--- src/rtl/fxmul_pkg.sv ---
package fxmul_pkg;

  typedef enum logic {
    MODE_FRAC = 1'b0,
    MODE_INT  = 1'b1
  } mul_mode_e;

  // Left shift applied in fractional mode to drop the duplicated sign bit.
  localparam int FRAC_SHIFT = 1;

endpackage

--- src/rtl/fxmul_mult.sv ---
module fxmul_mult #(
  parameter int OP_W = 16
) (
  input  logic [OP_W-1:0]   opa,
  input  logic [OP_W-1:0]   opb,
  output logic [2*OP_W-1:0] raw
);
  localparam int PROD_W = 2 * OP_W;

  function automatic logic [PROD_W-1:0] signed_mul(
    input logic [OP_W-1:0] a,
    input logic [OP_W-1:0] b
  );
    logic signed [PROD_W-1:0] wa;
    logic signed [PROD_W-1:0] wb;
    wa = PROD_W'($signed(a));
    wb = PROD_W'($signed(b));
    return PROD_W'(wa * wb);
  endfunction

  assign raw = signed_mul(opa, opb);

endmodule

--- src/rtl/fxmul_align.sv ---
module fxmul_align
  import fxmul_pkg::*;
#(
  parameter int OP_W = 16
) (
  input  logic [2*OP_W-1:0] raw,
  input  logic              int_mode,
  output logic [2*OP_W-1:0] aligned
);
  localparam int PROD_W = 2 * OP_W;

  function automatic logic [PROD_W-1:0] align_prod(
    input logic [PROD_W-1:0] p,
    input mul_mode_e         m
  );
    logic [PROD_W-1:0] r;
    if (m == MODE_INT) r = p;
    else               r = p << FRAC_SHIFT;
    return r;
  endfunction

  mul_mode_e mode_sel;
  assign mode_sel = mul_mode_e'(int_mode);
  assign aligned  = align_prod(raw, mode_sel);

endmodule

--- src/rtl/fxmul_preg.sv ---
module fxmul_preg #(
  parameter int OP_W = 16
) (
  input  logic              clk,
  input  logic              rst,
  input  logic              load,
  input  logic [2*OP_W-1:0] d,
  output logic [2*OP_W-1:0] q,
  output logic [OP_W-1:0]   q_hi,
  output logic              vld
);
  localparam int PROD_W = 2 * OP_W;

  always_ff @(posedge clk) begin
    if (rst) begin
      q   <= '0;
      vld <= 1'b0;
    end else begin
      vld <= load;
      if (load) q <= d;
    end
  end

  assign q_hi = q[PROD_W-1:OP_W];

endmodule

--- src/rtl/fxmul_dual.sv ---
module fxmul_dual #(
  parameter int OP_W = 16
) (
  input  logic              clk_i,
  input  logic              rst_i,
  input  logic              go_i,
  input  logic [OP_W-1:0]   opa_i,
  input  logic [OP_W-1:0]   opb_i,
  input  logic              int_mode_i,
  output logic [2*OP_W-1:0] prod_o,
  output logic [OP_W-1:0]   prod_hi_o,
  output logic              vld_o
);
  localparam int PROD_W = 2 * OP_W;

  // Named internal events for the checker.
  logic [PROD_W-1:0] raw_w;
  logic [PROD_W-1:0] aligned_w;
  logic              load_w;

  assign load_w = go_i;

  fxmul_mult #(.OP_W(OP_W)) mult_i (
    .opa (opa_i),
    .opb (opb_i),
    .raw (raw_w)
  );

  fxmul_align #(.OP_W(OP_W)) align_i (
    .raw      (raw_w),
    .int_mode (int_mode_i),
    .aligned  (aligned_w)
  );

  fxmul_preg #(.OP_W(OP_W)) preg_i (
    .clk  (clk_i),
    .rst  (rst_i),
    .load (load_w),
    .d    (aligned_w),
    .q    (prod_o),
    .q_hi (prod_hi_o),
    .vld  (vld_o)
  );

endmodule

--- config.mk ---
export PLATFORM = sky130hd
export DESIGN_NAME = fxmul_dual
export DESIGN_NICKNAME = d
export VERILOG_FILES = /design/src/rtl/fxmul_pkg.sv /design/src/rtl/fxmul_mult.sv /design/src/rtl/fxmul_align.sv /design/src/rtl/fxmul_preg.sv /design/src/rtl/fxmul_dual.sv
export SDC_FILE = /design/constraint.sdc
export NUM_CORES = 1
export LEC_CHECK = 0
export ABC_AREA = 1
export BUFFER_PORTS_ARGS = -buffer_cell sky130_fd_sc_hd__buf_2
export CAP_MARGIN = 10
export CORE_MARGIN = 2
export CORE_UTILIZATION = 50
export DETAILED_ROUTE_END_ITERATION = 8
export GPL_TIMING_DRIVEN = 0
export PLACE_DENSITY = 0.67
export SYNTH_ARGS = -nofsm -noshare
export SYNTH_HDL_FRONTEND = slang
export SYNTH_SLANG_ARGS = --single-unit
--- constraint.sdc ---
create_clock -name clk_i -period 13.97 [get_ports clk_i]
set_clock_uncertainty 0.05 [all_clocks]
set_input_delay 2.0955 -clock clk_i [delete_from_list [all_inputs] [get_ports clk_i]]
set_output_delay 2.0955 -clock clk_i [all_outputs]
set_load 0.03 [all_outputs]
==> results of run 1 <==
[routing by layer]
metal	track usage (%)	vias up	wire, µm
li1	-	4950	-
met1	37.2	5001	14500
met2	45.1	340	15500
met3	2.31	51	1970
met4	6.94	0	828
met5	0	-	0
[state kept, by name (all words and copies together) (netlist names)]
| register | count |
|---|---|
| preg_i.q | 32 |
| preg_i.vld | 1 |
[cells in the mapped netlist, drive strengths merged]
cell,n
inv,505
nand2,475
fa,262
nand3,88
ha,82
nor2,69
clkbuf,63
dfxtp,33
a21oi,25
buf,22
nand4,16
o21bai,8
or2,8
nor3,6
o211ai,5
o21ai,5
o221ai,5
xor2,5
a31oi,4
nand3b,4
xnor2,4
a21o,2
and2,2
a221oi,1
a22oi,1
clkinv,1
[path summary, 6_finish.rpt]
check	slack, ns	from	cells after the start	endpoint
max	5.70	opa_i[6]	25	preg_i.q[29]
min	0.42	preg_i.q[8]	2	preg_i.q[8]
max reg2reg	13.13	preg_i.q[5]	2	preg_i.q[5]
min reg2reg	0.42	preg_i.q[8]	2	preg_i.q[8]
[layout by cell type, fill, tap and decap left out, drive strengths merged, types with 8 or more instances in the layout]
cell      n
clkbuf   68
buf      79
nand4    16
ha       82
nor2     69
inv     505
fa      262
nand2   475
or2       8
dfxtp    33
a21oi    25
o21bai    8
nand3    88
[area by class of cell]
cell class | instances | area share [%]
inverter | 506 | 14.3
multi-input combinational | 1077 | 71.2
buffer | 85 | 2.89
clock buffer | 5 | 0.943
timing repair buffer | 57 | 2.15
clock inverter | 3 | 0.490
tap | 324 | 3.06
sequential | 33 | 4.98
[per-stage QoR]
stage | util, % | cells | setup WS [ns]
CTS | 54.6 | 2090 | 5.74
global route | 54.6 | 2090 | 5.37
detailed placement | 53.8 | 2082 | 5.49
global placement | 53.8 | 2082 | 5.47
finish | 54.6 | 2090 | 5.70
floorplan | - | 1701 | 6.50
[cells by family after synthesis]
kind of cell / count (synthesis) / share of synthesized area [%]
xor gates and xnor gates: 9 / 0.636
adders and majority gates: 344 / 50.6
buffers and inverters: 591 / 18.4
AOI/OAI and AO/OA: 56 / 2.96
and+or+nand+nor: 668 / 22.0
DFF: 33 / 5.33
[critical path, stage by stage]
cell,delay (ns)
clkbuf_1,0.43
clkbuf_1,0.62
nand2_1,0.16
fa_1,0.54
inv_1,0.06
fa_1,0.49
inv_1,0.05
fa_1,0.53
inv_1,0.05
fa_1,0.47
fa_1,0.50
inv_1,0.05
fa_1,0.53
inv_1,0.06
ha_1,0.35
nand2_1,0.08
nand2_1,0.09
a21oi_1,0.34
nor2_1,0.10
o21bai_1,0.18
nand4_1,0.24
nand3_1,0.15
nand3_1,0.09
nand2_1,0.06
inv_1,0.03
==> results.cfg, run 1 <==
[grt]
grt_first_pass_wirelength_um = 54600
grt_overflow = 0
grt_max_degree = 12
grt_antenna_before_repair = 0
track_usage_pct = 26.7
grt_pass1_vias = 10600

[synthesis]
ys_ff_latch = 33
avgSynthCellArea_um2 = 7.28
synth_warnings = 0
syn_inst = 1701
yosysTopAreaCell = fa_1
synth_cell_type_count = 37
ys_seq_area_share_pct = 5.33
netlist_area_mm2 = 0.0124
synthTopCellsByArea = fa_1 42%, inv_1 15%, nand2_1 14%
synth_nets = 2081
netlist.area_leader.share_pct = 42.3

[setup_path]
end_kind = flip-flop
arrival_ns = 8.39
path_max_fanout = 10
crit_type = input port to flip-flop
critPathLaunchType = input port
critical_path_required_ns = 14.09

[timing]
rsz0062_at_grt = no
min_period_over_period_pct = 59.2
post-route-min-period_ns = 8.27
drv_slew = 0
setup_viol = 0
worst_pin_slew_ns = 0.757
clock.fmax_mhz = 121
hold-worst-slack_ns = 0.421
finalHoldViolations = 0
max-slew-margin-rel_pct = 49.6
tns_ns = 0

[cells_and_area]
antenna_cells = 0
fill_cells = 2387
drive_gt1_share_pct = 5.83
seq_area_um2 = 661
design_area_mm2 = 0.0133
syn_to_final_growth_pct = 7.11
multiInputGateArea_mm2 = 0.00944
nNetsFinal = 2145

[placement]
portBuffers = 57
dpl_cell_area_mm2 = 0.0131
gp_congestion = 0.969
hpwl_um = 28800

[min_path]
hold_path.class = flip-flop to flip-flop

[cts]
cts.clk_slew.worst_paths_ns = 0.05
clk_latency_ns = 0.27
tritoncts = done
cts_buffers = 5
post_cts_hold_buffer_count = 0
cts_resized = 0
htreeDepth = 2
cts.path.max_buffers = 2
cts-root-buf = clkbuf_16
postCtsSetupBuffers = 0
cts_num_sinks = 33

[die]
fp.dieW_um = 161
io_pins = 85
coreArea_mm2 = 0.0243
num_rows = 57
die_h_um = 161
dieArea_mm2 = 0.0261
start_util_pct = 50.9

[routing]
first_pass_iters = 5
wire_per_inst_um = 15.7
antenna_left = 0
drtIter0Drc = 687
drc_errors = 0
vias_per_cell = 4.95
via_count = 10300
wl_um = 32900

[run]
cap_violations = 0

[status]
status = completed
Power of run 1 is not shown: default switching activity piles up to over one toggle a cycle in this logic, so the estimate is an artifact.
==> inputs of run 2 (changes only) <==
PLACE_DENSITY = 0.7   (was 0.67)
clock period = 6.79 ns   (was 13.97 ns; I/O delays follow)
==> run 2 against run 1 <==
Hold slack about the same. Via count up 0.81%. Flip-flop and latch count unchanged. Wire length up 2.7%. Sequential share of layout area about the same. First-iteration DRC count up 21%. Count of clock-buffer cells in the layout unchanged. Final area up 0.66%. Non-clock buffer count unchanged. Final cell count unchanged. Critical path depth down 1. Highest routed layer unchanged.
==> results.cfg, run 2 (same netlist as run 1, synthesis figures left out) <==
[die]
coreArea_mm2 = 0.0243
io_pins = 85
die_h_um = 161
dieArea_mm2 = 0.0261
start_util_pct = 50.9
fp.dieW_um = 161
num_rows = 57

[cells_and_area]
final_cell_mix = 501 x inv_1, 475 x nand2_1, 260 x fa_1
largestRegisters = preg_i.q (32), preg_i.vld (1)
top_register = preg_i.q
layout_commonest_cell = inv_1
drive_gt1_share_pct = 9.29
fill_cells = 2378
largest_register_ff_count = 32
syn_to_final_growth_pct = 7.82
antenna_cells = 0
instances_no_fill = 2090
design_area_mm2 = 0.0134
nNetsFinal = 2145

[routing]
drtIter0Drc = 828
via_count = 10400
first_pass_iters = 6
wl_um = 33800
vias_per_cell = 4.99
drc_errors = 0
wire_per_inst_um = 16.1
antenna_left = 0

[timing]
drv_slew = 0
max-slew-margin-rel_pct = 54.5
min_period_over_period_pct = 97.2
clock.fmax_mhz = 151
setup_viol = 0
rsz0062_at_grt = no
post-route-min-period_ns = 6.60
finalHoldViolations = 0
worst_pin_slew_ns = 0.682
finalWorstSetupSlack_ns = 0.187

[setup_path]
critPathCapture = preg_i.q[29]
end_kind = flip-flop
startpoint = opa_i[10]
reg2reg_slack_ns = 5.98
critPathSlowestCell = fa_1
worst_path_largest_cell_delay_ns = 0.57
worstReg2RegStart = preg_i.q[5]
critical_path_required_ns = 6.92
crit_type = input port to flip-flop
path_max_fanout = 10
arrival_ns = 6.73
regToRegEndpoint = preg_i.q[5]
reg2reg_depth = 2
critPathLaunchType = input port
crit_path_frequent_cell = fa_1
cp_cell_sequence = clkbuf_2, clkbuf_2, nand2_1, fa_1, fa_1, fa_1, fa_1, inv_1, fa_1, inv_1, fa_1, inv_1, ha_1, nand2_1, nor2_1, o21ai_1, nand3_1, nand2_1, nand3_1, nand2_1, nand3_1, nand3_1, nand2_1, inv_1

[cts]
tritoncts = done
htreeDepth = 2
clk_latency_ns = 0.28
cts_buffers = 5
cts.path.max_buffers = 2
cts_num_sinks = 33
cts-root-buf = clkbuf_16
cts.clk_slew.worst_paths_ns = 0.05
post_cts_hold_buffer_count = 0

[grt]
track_usage_pct = 27.6
grt_first_pass_wirelength_um = 56200
grt_max_degree = 12
grt_pass1_vias = 10700
grt_antenna_before_repair = 0
grt_overflow = 0

[placement]
hpwl_um = 29400
dpl_cell_area_mm2 = 0.0131
gp_congestion = 0.940
pre_cts_slack_ns = -0.630
dp_cells = 2082
portBuffers = 57

[run]
cap_violations = 0

[min_path]
hold_path.class = flip-flop to flip-flop

[status]
status = completed
## run 2: cell types whose count changed in the layout (fill, tap and decap cells not counted), moves of 5 or more
| cell | previous run | this run |
|---|---|---|
| buf_2 | 61 | 66 |
| clkbuf_2 | 0 | 36 |
| clkbuf_4 | 0 | 6 |
| clkbuf_1 | 63 | 9 |
| buf_4 | 16 | 21 |
## run 2: timing repair
action	in CTS	in global routing
pin swaps	0	1
setup endpoints to repair	17	18
gates resized for setup	27	97
buffers inserted	0	2
## run 2: cell type report
cell class | count | area (µm²) | share of cell area (%)
Multi-Input combinational cell | 1077 | 9470 | 70.9
Inverter | 506 | 1900 | 14.2
Sequential cell | 33 | 661 | 4.95
Clock buffer | 5 | 125 | 0.937
Buffer | 83 | 474 | 3.55
Tap cell | 324 | 405 | 3.04
Timing Repair Buffer | 59 | 303 | 2.27
Clock inverter | 3 | 17.5 | 0.131
## run 2: metrics by stage
| step | TNS (ns) | hold WS [ns] | util (%) |
|---|---|---|---|
| after floorplan | 0 | 0.545 | - |
| after global placement | -9.52 | 0.408 | 53.8 |
| after detailed placement | -9.53 | 0.419 | 53.8 |
| after CTS | 0 | 0.427 | 54.5 |
| after global routing | 0 | 0.446 | 54.9 |
| final | 0 | 0.421 | 54.9 |
## run 2: how the worst min path moves through the flow
stage / from / end / slack [ns] / depth (start not counted)
3_3_place_gp: preg_i.q[8] / preg_i.q[8] / 0.41 / 2
5_1_grt: preg_i.q[8] / preg_i.q[8] / 0.45 / 2
3_5_place_dp: preg_i.q[8] / preg_i.q[8] / 0.42 / 2
6_report: preg_i.q[8] / preg_i.q[8] / 0.42 / 2
4_1_cts: preg_i.q[8] / preg_i.q[8] / 0.43 / 2
2_1_floorplan: preg_i.q[8] / preg_i.q[8] / 0.54 / 2
## run 2: layer usage
layer / track usage (%) / vias up / share of wire [%]
li1: - / 4952 / -
met1: 38.5 / 5058 / 43
met2: 47.0 / 376 / 49
met3: 3.39 / 40 / 6.9
met4: 4.87 / 0 / 1.7
met5: 0 / - / 0
## run 2: worst max-delay path, delay by kind of cell
kind	cells	cell delay, ns
compound gates	1	0.18
fa+ha+maj	7	3.49
buf+inv	6	0.74
simple gates	10	1.30
Power of run 2 is left out for the same reason.
==> inputs of run 3 (changes only) <==
PLACE_DENSITY = 0.69   (was 0.7)
SYNTH_HIERARCHICAL = 1   (was not set)
==> run 3 against run 2 <==
Hold slack got worse by 0.0047 ns. Setup slack better by 0.029 ns. Die area up 2.5%. Final area up 2.7%. Critical path type unchanged. Final cell count increased by 2.7%. Core utilization decreased by 0.13 points. Synthesized cell count grew 2.9%. First-iteration DRC count is 32% lower. Register-to-register slack better by 0.18 ns. Flip-flop and latch count unchanged. Non-clock buffer count rose by 9.
==> results.cfg, run 3 <==
[setup_path]
regToRegEndpoint = preg_i/q[29]
reg2reg_slack_ns = 6.16
path_max_fanout = 10
reg2reg_depth = 2
end_kind = flip-flop
critPathLaunchType = input port
critical_path_required_ns = 6.96
crit_type = input port to flip-flop
worstReg2RegStart = preg_i/q[29]
arrival_ns = 6.74

[timing]
worst_pin_slew_ns = 0.591
post-route-min-period_ns = 6.57
max-slew-margin-rel_pct = 60.6
clock.fmax_mhz = 152
setup_viol = 0
rsz0062_at_grt = yes
drv_slew = 0
min_period_over_period_pct = 96.8
hold-worst-slack_ns = 0.417
finalHoldViolations = 0

[grt]
grt_antenna_before_repair = 0
grt_first_pass_wirelength_um = 53000
grt_max_degree = 11
grt_overflow = 0
grt_pass1_vias = 10900
track_usage_pct = 25.6

[cells_and_area]
final_cell_mix = 516 x nand2_1, 485 x inv_1, 260 x fa_1
final_util_pct = 54.8
largestRegisters = preg_i/q (32), preg_i/vld (1)
layout_commonest_cell = nand2_1
top_register = preg_i/q
fill_cells = 2469
design_area_mm2 = 0.0137
largest_register_ff_count = 32
antenna_cells = 0
nNetsFinal = 2196
drive_gt1_share_pct = 11.2
syn_to_final_growth_pct = 7.98

[die]
die_h_um = 163
coreArea_mm2 = 0.0250
num_rows = 58
io_pins = 85
fp.dieW_um = 163
start_util_pct = 50.7
dieArea_mm2 = 0.0267

[synthesis]
netlist_area_mm2 = 0.0127
synth_common_cells = 516 x nand2_1, 485 x inv_1, 262 x fa_1, 108 x nor2_1, 82 x ha_1
synthTopCellsByArea = fa_1 41%, nand2_1 15%, inv_1 14%
ys_seq_area_share_pct = 5.20
synth_async_sr_flop_share_pct = 0
synthFlopType = dfxtp_1
synth_warnings = 6
avgSynthCellArea_um2 = 7.26
ys_ff_latch = 33
syn_inst = 1750
yosysTopAreaCell = fa_1
netlist.area_leader.share_pct = 41.3
synth_edf_count = 0
synth_nets = 2130
synth_cell_type_count = 35
synth_most_common_cell = nand2_1

[routing]
wl_met1_um = 13300
antenna_left = 0
vias_per_cell = 4.89
first_pass_iters = 7
met2_length_um = 15200
wire_per_inst_um = 14.7
maxUsedRoutingLayer = met4
drc_errors = 0
wl_met3_um = 2240
wl_um = 31500
drtIter0Drc = 564
via_count = 10500

[cts]
htreeDepth = 2
tritoncts = done
cts-root-buf = clkbuf_16
cts_num_sinks = 33
cts.clk_slew.worst_paths_ns = 0.05
cts_buffers = 5
cts.path.max_buffers = 2
clk_latency_ns = 0.27

[min_path]
hold_path.class = flip-flop to flip-flop
hp-start = preg_i/q[7]
whs_endpoint = preg_i/q[7]
hold_depth = 2

[placement]
dpl_cell_area_mm2 = 0.0134
gp_congestion = 0.938
hpwl_um = 27300
portBuffers = 55

[run]
cap_violations = 0

[status]
status = completed
==> run 3: changes by cell type after synthesis, sizes merged, moves of 4 or more <==
| cell | before | now |
|---|---|---|
| xor2 | 5 | 19 |
| inv | 505 | 492 |
| a31oi | 4 | 0 |
| or2 | 8 | 3 |
| nand2 | 475 | 539 |
| o211ai | 5 | 0 |
| o221ai | 5 | 0 |
| buf | 22 | 31 |
| nor2 | 69 | 116 |
| nand3 | 88 | 33 |
| o21ai | 5 | 11 |
==> run 3: what timing repair did <==
action | in CTS | in global routing
hold buffers | 0 | 0
resized for setup | 23 | 109
setup endpoints to repair | 19 | 20
cloned | 0 | 0
setup buffers | 0 | 4
pin swaps | 0 | 1
endpoints found under the hold margin | 0 | 0
==> run 3: logic make-up (layout without fill, tap and decap cells) <==
logic type               count (synthesis)  after routing  synth area share, %
flip-flops                              33             33                 5.20
XOR/XNOR                                26             26                 1.79
AND/OR/NAND/NOR                        716            716                 22.9
adder cells (fa/ha/maj)                344            344                 49.4
AO/OA/AOI/OAI                           47             47                 2.04
buffers and inverters                  584            651                 18.7
==> run 3: through the flow <==
stage	std cells	setup TNS [ns]	setup slack, ns
3_5_place_dp	2135	-8.82	-0.521
4_1_cts	2143	0	0.00149
5_1_grt	2147	-0.141	-0.0587
6_report	2147	0	0.216
2_1_floorplan	1750	0	0.425
3_3_place_gp	2135	-8.23	-0.505
==> run 3: final cells by class <==
class / count / area, µm² / share of cell area [%]
inverter: 492 / 1850 / 13.5
clock buffer: 7 / 153 / 1.11
clock inverter: 1 / 5.00 / 0.0365
multi-input combinational: 1133 / 9700 / 70.7
buffer: 92 / 629 / 4.59
sequential: 33 / 661 / 4.82
tap: 330 / 413 / 3.01
timing repair buffer: 59 / 305 / 2.23
==> run 3: layer usage <==
| metal | global-route usage, % | vias to the layer above |
|---|---|---|
| met1 | 33.9 | 5111 |
| met4 | 6.40 | 0 |
| li1 | - | 5033 |
| met5 | 0 | - |
| met2 | 43.8 | 303 |
| met3 | 4.39 | 58 |
==> run 3: worst max-delay path by stage <==
stage / from / end / slack, ns / cells past startpoint
3_5_place_dp: opa_i[15] / preg_i/q[28] / -0.52 / 27
4_1_cts: opa_i[7] / preg_i/q[21] / 0.001 / 29
6_report: opa_i[15] / preg_i/q[29] / 0.22 / 26
3_3_place_gp: opa_i[6] / preg_i/q[21] / -0.50 / 29
5_1_grt: opa_i[15] / preg_i/q[26] / -0.06 / 26
2_1_floorplan: opb_i[5] / preg_i/q[28] / 0.42 / 27
==> run 3: critical path: stages <==
cell     delay [ns]
buf_2          0.22
buf_4          0.24
nand2_1        0.15
fa_1           0.56
inv_1          0.07
fa_2           0.64
buf_4          0.15
fa_1           0.42
fa_1           0.58
fa_1           0.46
fa_1           0.48
ha_1           0.43
nand2_1        0.15
nor2_1         0.16
nand2_1        0.13
nor4_2         0.15
nand2_1        0.15
nand3_1        0.09
nand2_1        0.05
nand2_1        0.07
nand2_1        0.06
nand2_1        0.06
inv_1          0.04
nand2_1        0.04
nand2_1        0.05
nor2_1         0.08
Power of run 3 is left out for the same reason.
